$ cat src/rtl/daisy_spi_pkg.sv
package daisy_spi_pkg;

  // Strobes from the control to the datapath, one system clock each.
  typedef struct packed {
    logic clearAll;   // select fell: empty shift register and output bit
    logic shiftIn;    // sclk rose while selected: take one data bit
    logic driveOut;   // sclk fell while selected: present register MSB
    logic quietOut;   // select rose: force serial output low
    logic commit;     // select rose on a word boundary: execute
  } dcStrobe_t;

endpackage

$ cat src/rtl/daisy_sync.sv
module daisy_sync #(
  parameter int              W       = 3,
  parameter int              STAGES  = 2,
  parameter logic [W-1:0]    RST_VAL = '0
) (
  input  logic         clk,
  input  logic         rst_n,
  input  logic [W-1:0] rawIn,
  output logic [W-1:0] syncOut
);

  logic [W-1:0] pipe [STAGES];

  genvar s;
  generate
    for (s = 0; s < STAGES; s++) begin : g_stage
      always_ff @(posedge clk or negedge rst_n) begin
        if (!rst_n) pipe[s] <= RST_VAL;
        else if (s == 0) pipe[s] <= rawIn;
        else pipe[s] <= pipe[(s == 0) ? 0 : s - 1];
      end
    end
  endgenerate

  assign syncOut = pipe[STAGES-1];

endmodule

$ cat src/rtl/daisy_ctrl.sv
module daisy_ctrl
  import daisy_spi_pkg::*;
#(
  parameter int WORD_W = 16
) (
  input  logic      clk,
  input  logic      rst_n,
  input  logic      csLvl,
  input  logic      sclkLvl,
  output dcStrobe_t strb
);

  localparam int CNT_W = (WORD_W > 1) ? $clog2(WORD_W) : 1;
  localparam logic [CNT_W-1:0] LAST_BIT = CNT_W'(WORD_W - 1);

  logic             csPrev;
  logic             sclkPrev;
  logic [CNT_W-1:0] bitCnt;
  logic             wordSeen;

  logic csRise, csFall, sclkRise, sclkFall, selected, lastBit;

  always_comb begin
    csRise   = csLvl && !csPrev;
    csFall   = !csLvl && csPrev;
    sclkRise = sclkLvl && !sclkPrev;
    sclkFall = !sclkLvl && sclkPrev;
    selected = !csLvl && !csFall;
    lastBit  = (bitCnt == LAST_BIT);
  end

  always_comb begin
    strb          = '0;
    strb.clearAll = csFall;
    strb.shiftIn  = selected && sclkRise;
    strb.driveOut = selected && sclkFall;
    strb.quietOut = csRise;
    strb.commit   = csRise && wordSeen && (bitCnt == '0);
  end

  always_ff @(posedge clk or negedge rst_n) begin
    if (!rst_n) begin
      csPrev   <= 1'b1;
      sclkPrev <= 1'b0;
    end else begin
      csPrev   <= csLvl;
      sclkPrev <= sclkLvl;
    end
  end

  always_ff @(posedge clk or negedge rst_n) begin
    if (!rst_n) begin
      bitCnt   <= '0;
      wordSeen <= 1'b0;
    end else if (csFall) begin
      bitCnt   <= '0;
      wordSeen <= 1'b0;
    end else if (strb.shiftIn) begin
      bitCnt   <= lastBit ? '0 : bitCnt + 1'b1;
      wordSeen <= wordSeen || lastBit;
    end
  end

endmodule

$ cat src/rtl/daisy_datapath.sv
module daisy_datapath
  import daisy_spi_pkg::*;
#(
  parameter int WORD_W = 16
) (
  input  logic              clk,
  input  logic              rst_n,
  input  dcStrobe_t         strb,
  input  logic              dinLvl,
  output logic              serOut,
  output logic [WORD_W-1:0] cmdReg,
  output logic              execReg
);

  logic [WORD_W-1:0] shReg;

  always_ff @(posedge clk or negedge rst_n) begin
    if (!rst_n) shReg <= '0;
    else if (strb.clearAll) shReg <= '0;
    else if (strb.shiftIn) shReg <= {shReg[WORD_W-2:0], dinLvl};
  end

  always_ff @(posedge clk or negedge rst_n) begin
    if (!rst_n) serOut <= 1'b0;
    else if (strb.clearAll || strb.quietOut) serOut <= 1'b0;
    else if (strb.driveOut) serOut <= shReg[WORD_W-1];
  end

  always_ff @(posedge clk or negedge rst_n) begin
    if (!rst_n) begin
      cmdReg  <= '0;
      execReg <= 1'b0;
    end else begin
      execReg <= strb.commit;
      if (strb.commit) cmdReg <= shReg;
    end
  end

endmodule

$ cat src/rtl/daisy_spi_slave.sv
module daisy_spi_slave
  import daisy_spi_pkg::*;
#(
  parameter int WORD_W      = 16,
  parameter int SYNC_STAGES = 2
) (
  input  logic              clk,
  input  logic              rst_n,
  input  logic              csN,
  input  logic              sclk,
  input  logic              din,
  output logic              dout,
  output logic [WORD_W-1:0] cmdWord,
  output logic              execPulse
);

  localparam int           PIN_N   = 3;
  localparam logic [2:0]   PIN_RST = 3'b100;  // select idle high, clock and data low

  logic [PIN_N-1:0] pinSync;
  logic             csLvl, sclkLvl, dinLvl;
  dcStrobe_t        strb;

  daisy_sync #(
    .W(PIN_N), .STAGES(SYNC_STAGES), .RST_VAL(PIN_RST)
  ) u_sync (
    .clk(clk), .rst_n(rst_n),
    .rawIn({csN, sclk, din}),
    .syncOut(pinSync)
  );

  assign {csLvl, sclkLvl, dinLvl} = pinSync;

  daisy_ctrl #(.WORD_W(WORD_W)) u_ctrl (
    .clk(clk), .rst_n(rst_n),
    .csLvl(csLvl), .sclkLvl(sclkLvl),
    .strb(strb)
  );

  daisy_datapath #(.WORD_W(WORD_W)) u_dp (
    .clk(clk), .rst_n(rst_n),
    .strb(strb), .dinLvl(dinLvl),
    .serOut(dout), .cmdReg(cmdWord), .execReg(execPulse)
  );

endmodule

$ cat config.mk
export PLATFORM = sky130hd
export DESIGN_NAME = daisy_spi_slave
export DESIGN_NICKNAME = d
export VERILOG_FILES = /design/src/rtl/daisy_spi_pkg.sv /design/src/rtl/daisy_sync.sv /design/src/rtl/daisy_ctrl.sv /design/src/rtl/daisy_datapath.sv /design/src/rtl/daisy_spi_slave.sv
export SDC_FILE = /design/constraint.sdc
export NUM_CORES = 1
export LEC_CHECK = 0
export BUFFER_PORTS_ARGS = -buffer_cell sky130_fd_sc_hd__buf_2
export CAP_MARGIN = 20
export CORE_MARGIN = 3
export CORE_UTILIZATION = 53
export CTS_BUF_LIST = sky130_fd_sc_hd__clkbuf_2
export DETAILED_ROUTE_END_ITERATION = 16
export MAX_ROUTING_LAYER = met4
export PLACE_DENSITY = 0.82
export SYNTH_ARGS = -nofsm -noshare
export SYNTH_HDL_FRONTEND = slang
export SYNTH_SLANG_ARGS = --single-unit
$ cat constraint.sdc
create_clock -name clk -period 1.58 [get_ports clk]
set_input_delay 0.079 -clock clk [delete_from_list [all_inputs] [get_ports clk]]
set_output_delay 0.079 -clock clk [all_outputs]
set_load 0.005 [all_outputs]
# Word level (Yosys, flattened, before mapping)
# Cells that the tools add are included.
[word_totals] in_bits=5 word_cells=40 ff_bits=47
[op_classes] addsub=1 mux=9 n_reduce_logical=19 eq_ne=1
[ops] cell="$mux 16" n=2
[ops] cell="$mux 4" n=3
[ops] cell="$logic_and 1x1->1" n=9
[ops] cell="$logic_not 1->1" n=5
[ops] cell="$add 4x1->4 const B" n=1
[ops] cell="$eq 4x4->1 const B" n=1
[ops] cell="$logic_not 4->1" n=1
[ops] cell="$mux 1" n=4
[ops] cell="$reduce_bool 2->1" n=2
[ops] cell="$logic_or 1x1->1" n=2

# Logic depth before layout (Yosys ltp)
[depth] ltp_word=7 ltp_mapped=7 ltp_nobuf=5

# Cells and area by module
# Synthesis repeated with hierarchy kept, for this count alone.
[hier_totals] cells_unflattened=136 hier_area_um2=1954.4
[by_module_without_submodules] module="daisy_datapath" area_per_inst_um2=1370.1 instances=1 cells_per_inst=90
[by_module_without_submodules] module="daisy_ctrl" area_per_inst_um2=409.1 instances=1 cells_per_inst=37
[by_module_without_submodules] module="daisy_sync" area_per_inst_um2=175.2 instances=1 cells_per_inst=9

# Least setup slack after synthesis
# Ideal clock, no wire load.
[synth_timing] path_kind="register to register" startpoint="reg u_ctrl.csPrev" endpoint="reg u_dp.cmdReg[0]" slack_ps=65 n_path_buf=1 setup_ps=125 arrival_ps=1390 stages_incl_launch_ff=6 t_required_ps=1455 cell_sequence="dfstp_2 > inv_1 > ha_1 > nand4_4 > buf_6 > mux2_4"
[synth_via] elab_chain_cells=4
[synth_rtl] element="start: declaration" line_no="daisy_ctrl.sv:16" text="logic csPrev;"
[synth_rtl] element="start signal: assignment" line_no="daisy_ctrl.sv:46" text="csPrev <= csLvl;"
[synth_rtl] element="$logic_not 1->1" line_no="daisy_ctrl.sv:24" text="csRise = csLvl && !csPrev;"
[synth_rtl] element="$logic_and 1x1->1" line_no="daisy_ctrl.sv:24"
[synth_rtl] element="$logic_and 1x1->1 (2 in a row)" line_no="daisy_ctrl.sv:38" text="strb.commit = csRise && wordSeen && (bitCnt == '0);"
[synth_rtl] element="end signal: assignment" line_no="daisy_datapath.sv:35" text="if (strb.commit) cmdReg <= shReg;"
[synth_rtl] element="end: declaration" line_no="daisy_datapath.sv:11" text="output logic [WORD_W-1:0] cmdReg,"
# No other way between the ends.
# A chain may end at the register's enable or synchronous reset.

# Worst setup path after layout
[layout_timing] startpoint="reg u_ctrl.csPrev" endpoint="reg u_dp.cmdReg[7]"
# Same word-level chain as after synthesis.

==> flow_metrics.py <==
metrics = {
    "clocking": {
        "cts-root-buf": "clkbuf_2",
        "clock_path_buffers": 2,
        "cts_made_buffers": 5,
        "clk_pin_slew_ns": 0.21,
        "clk-insertion-delay-late_ns": 0.40,
        "clkSinkCount": 47,
        "h-tree-depth": 2,
        "tritoncts": "built",
    },
    "detailed_routing": {
        "drc": 0,
        "first_pass_iters": 4,
        "via_count": 1259,
        "wire_per_inst_um": 15.1,
        "routed_via_density": 5.33,
        "ant_nets": 0,
        "wirelength_um": 3570,
        "first_iter_violations": 46,
    },
    "synth": {
        "synth-main-ff-cell": "dfrtp_1",
        "yosysWarnings": 0,
        "ys_seq_elements": 47,
        "async_flop_share_pct": 100,
        "synth_area_leader_cell": "dfrtp_1",
        "synth_nets": 164,
        "synth_edf_count": 0,
        "ys_seq_area_share_pct": 63.1,
        "synth_top_cell_area_share_pct": 58.9,
        "synth_cells": 154,
        "syn_area_um2": 1870,
        "post_synth.cell_area_avg_um2": 12.1,
        "synthTopCellsByArea": "dfrtp_1 59%, nand2_1 7.4%, mux2_4 7.2%",
        "ys_types": 23,
    },
    "timing": {
        "drv_slew": 0,
        "setup_viol": 0,
        "rsz0062_at_grt": "true",
        "timing.hold.ws_ns": 0.142,
        "slew_headroom_pct": 65.5,
        "fin_crit_sh_pct": 97.4,
        "min_period_ns": 1.54,
        "tightestPinTransition_ns": 0.518,
        "tns_ns": 0,
        "fmax_mhz": 650,
        "finalHoldViolCount": 0,
        "skew_ns": 0.0119,
    },
    "cells_and_area": {
        "layout_commonest_cell": "dfrtp_1",
        "regArea_um2": 1180,
        "num_antenna_cells": 0,
        "nFillCells": 260,
        "utilization_pct": 68.6,
        "layout_common_cells": "44 x dfrtp_1, 37 x nand2_1, 22 x buf_2, 19 x a21oi_1, 9 x mux2_4",
        "layout.nets": 201,
        "syn2layout_area_growth_pct": 17.5,
        "drive_gt1_share_pct": 33.3,
        "multi_input_area_um2": 647,
    },
    "pwr": {
        "p_leak_uw": 0.00113,
        "p_total_uw": 1830,
        "powerDensity_nw_per_um2": 830,
        "ir_drop_uv": 469,
    },
    "critical_path": {
        "crit_arrival_ns": 1.84,
        "path_class": "flip-flop to flip-flop",
        "crit_family": "flip-flops",
        "cp_data_required_time_ns": 1.89,
        "critPathMaxFanout": 7,
        "slowest_stage": "dfstp_2",
        "end_kind": "flip-flop",
        "critPathLaunchType": "flip-flop",
        "max_stage_delay_ns": 0.58,
        "cp_cell_sequence": "inv_2 -> ha_1 -> nand4_4 -> buf_6 -> mux2_2",
        "path_buf_inv": 2,
    },
    "die": {
        "io_pins": 23,
        "die_area_um2": 4280,
        "start_util_pct": 58.4,
        "die_w_um": 65.4,
        "chipHeight_um": 65.4,
        "rows": 20,
        "core-area_um2": 3200,
    },
    "global_route": {
        "antenna_found_initial": 0,
        "grt_pass1_wl_um": 5860,
        "grt_pass1_vias": 1246,
        "grt_max_degree": 25,
        "grt_usage_pct": 18.9,
        "grt-ovfl-total": 0,
    },
    "placement": {
        "dp_hpwl_um": 2450,
        "gp_congestion": 0.806,
        "port_buffers": 22,
    },
    "min_path": {
        "hp-class": "primary input to async pin",
    },
    "flow_run": {
        "drv_cap": 0,
    },
    "status": {
        "status": "complete, no violations",
    },
}
worst paths after layout:
check | start | end | slack (ns) | depth (start not counted)
setup / recovery | u_ctrl.csPrev | u_dp.cmdReg[7] | 0.04 | 5
hold / removal | rst_n | u_dp.shReg[2] | 0.14 | 2
setup reg to reg | u_ctrl.csPrev | u_dp.cmdReg[7] | 0.04 | 5
hold reg to reg | u_sync.pipe[5] | u_sync.syncOut[2] | 0.37 | 0
max in group asynchronous | rst_n | u_sync.pipe[5] | 0.79 | 3
min in group clk | csN | u_sync.pipe[5] | 0.30 | 2
worst reg2reg max path: stages (launching register included):
cell and delay [ns]:
dfstp_2 0.58, inv_2 0.05, ha_1 0.22, nand4_4 0.12
buf_6 0.14, mux2_2 0.34
flip-flops by register name, summed over array words and instances (netlist names):
register,flops
u_ctrl.bitCnt,4
u_ctrl.csPrev,1
u_ctrl.sclkPrev,1
u_ctrl.wordSeen,1
u_dp.cmdReg,16
u_dp.execReg,1
u_dp.serOut,1
u_dp.shReg,16
u_sync.pipe,3
u_sync.syncOut,3
power breakdown:
part	switching (uW)	internal, uW
registers	27.3	1230
logic	71.1	41.8
clock network	347	107
total	445	1380
cells by family (layout without fill, tap and decap cells):
group / after synthesis / in the layout / synth area share (%)
DFF: 47 / 47 / 63.1
buffers and inverters: 13 / 51 / 3.14
and+or+nand+nor: 50 / 50 / 12.3
adders and majority gates: 5 / 5 / 3.34
muxes: 17 / 17 / 12.0
AOI/OAI and AO/OA: 22 / 22 / 6.15
final cells by class:
class                      count  area share (%)
timing repair buffer          37            11.7
clock inverter                 2           0.341
multi-input combinational     94            29.4
inverter                       6            1.02
clock buffer                   6            1.37
tap                           44            2.50
sequential                    47            53.7
synthesized netlist by cell type (2+ instances only):
cell type / n
a21oi_1: 19
dfstp_2: 3
or3_1: 2
buf_2: 2
mux2_2: 7
nand3b_1: 2
dfrtp_1: 44
clkbuf_1: 3
nand2_1: 37
inv_1: 6
nor2_1: 2
mux2_4: 9
ha_1: 5
nand3_1: 4
repair_timing:
| item | in CTS | in global routing |
|---|---|---|
| gates resized for setup | 0 | 10 |
| hold buffers | 4 | 0 |
| setup buffers | 0 | 1 |
| hold endpoints to repair | 25 | 0 |
| setup endpoints to repair | 0 | 27 |
through the flow:
stage | cells | setup slack (ns) | area, um2
CTS | 234 | 0.0139 | 2160
global route | 236 | -0.0386 | 2200
detailed placement | 222 | 0.0383 | 2080
finish | 236 | 0.0404 | 2200
global placement | 222 | 0.0692 | 2080
floorplan | 154 | 0.0649 | 1870
per-layer routing:
metal	global-route usage, %	share of wire, %	wire [um]	up-vias
li1	-	-	-	584
met1	21.9	43	1540	633
met2	32.6	51	1810	32
met3	4.10	4.2	151	10
met4	6.22	1.9	66	0
met5	-	0	0	-
No activity file was read; power rests on OpenSTA's default activity.
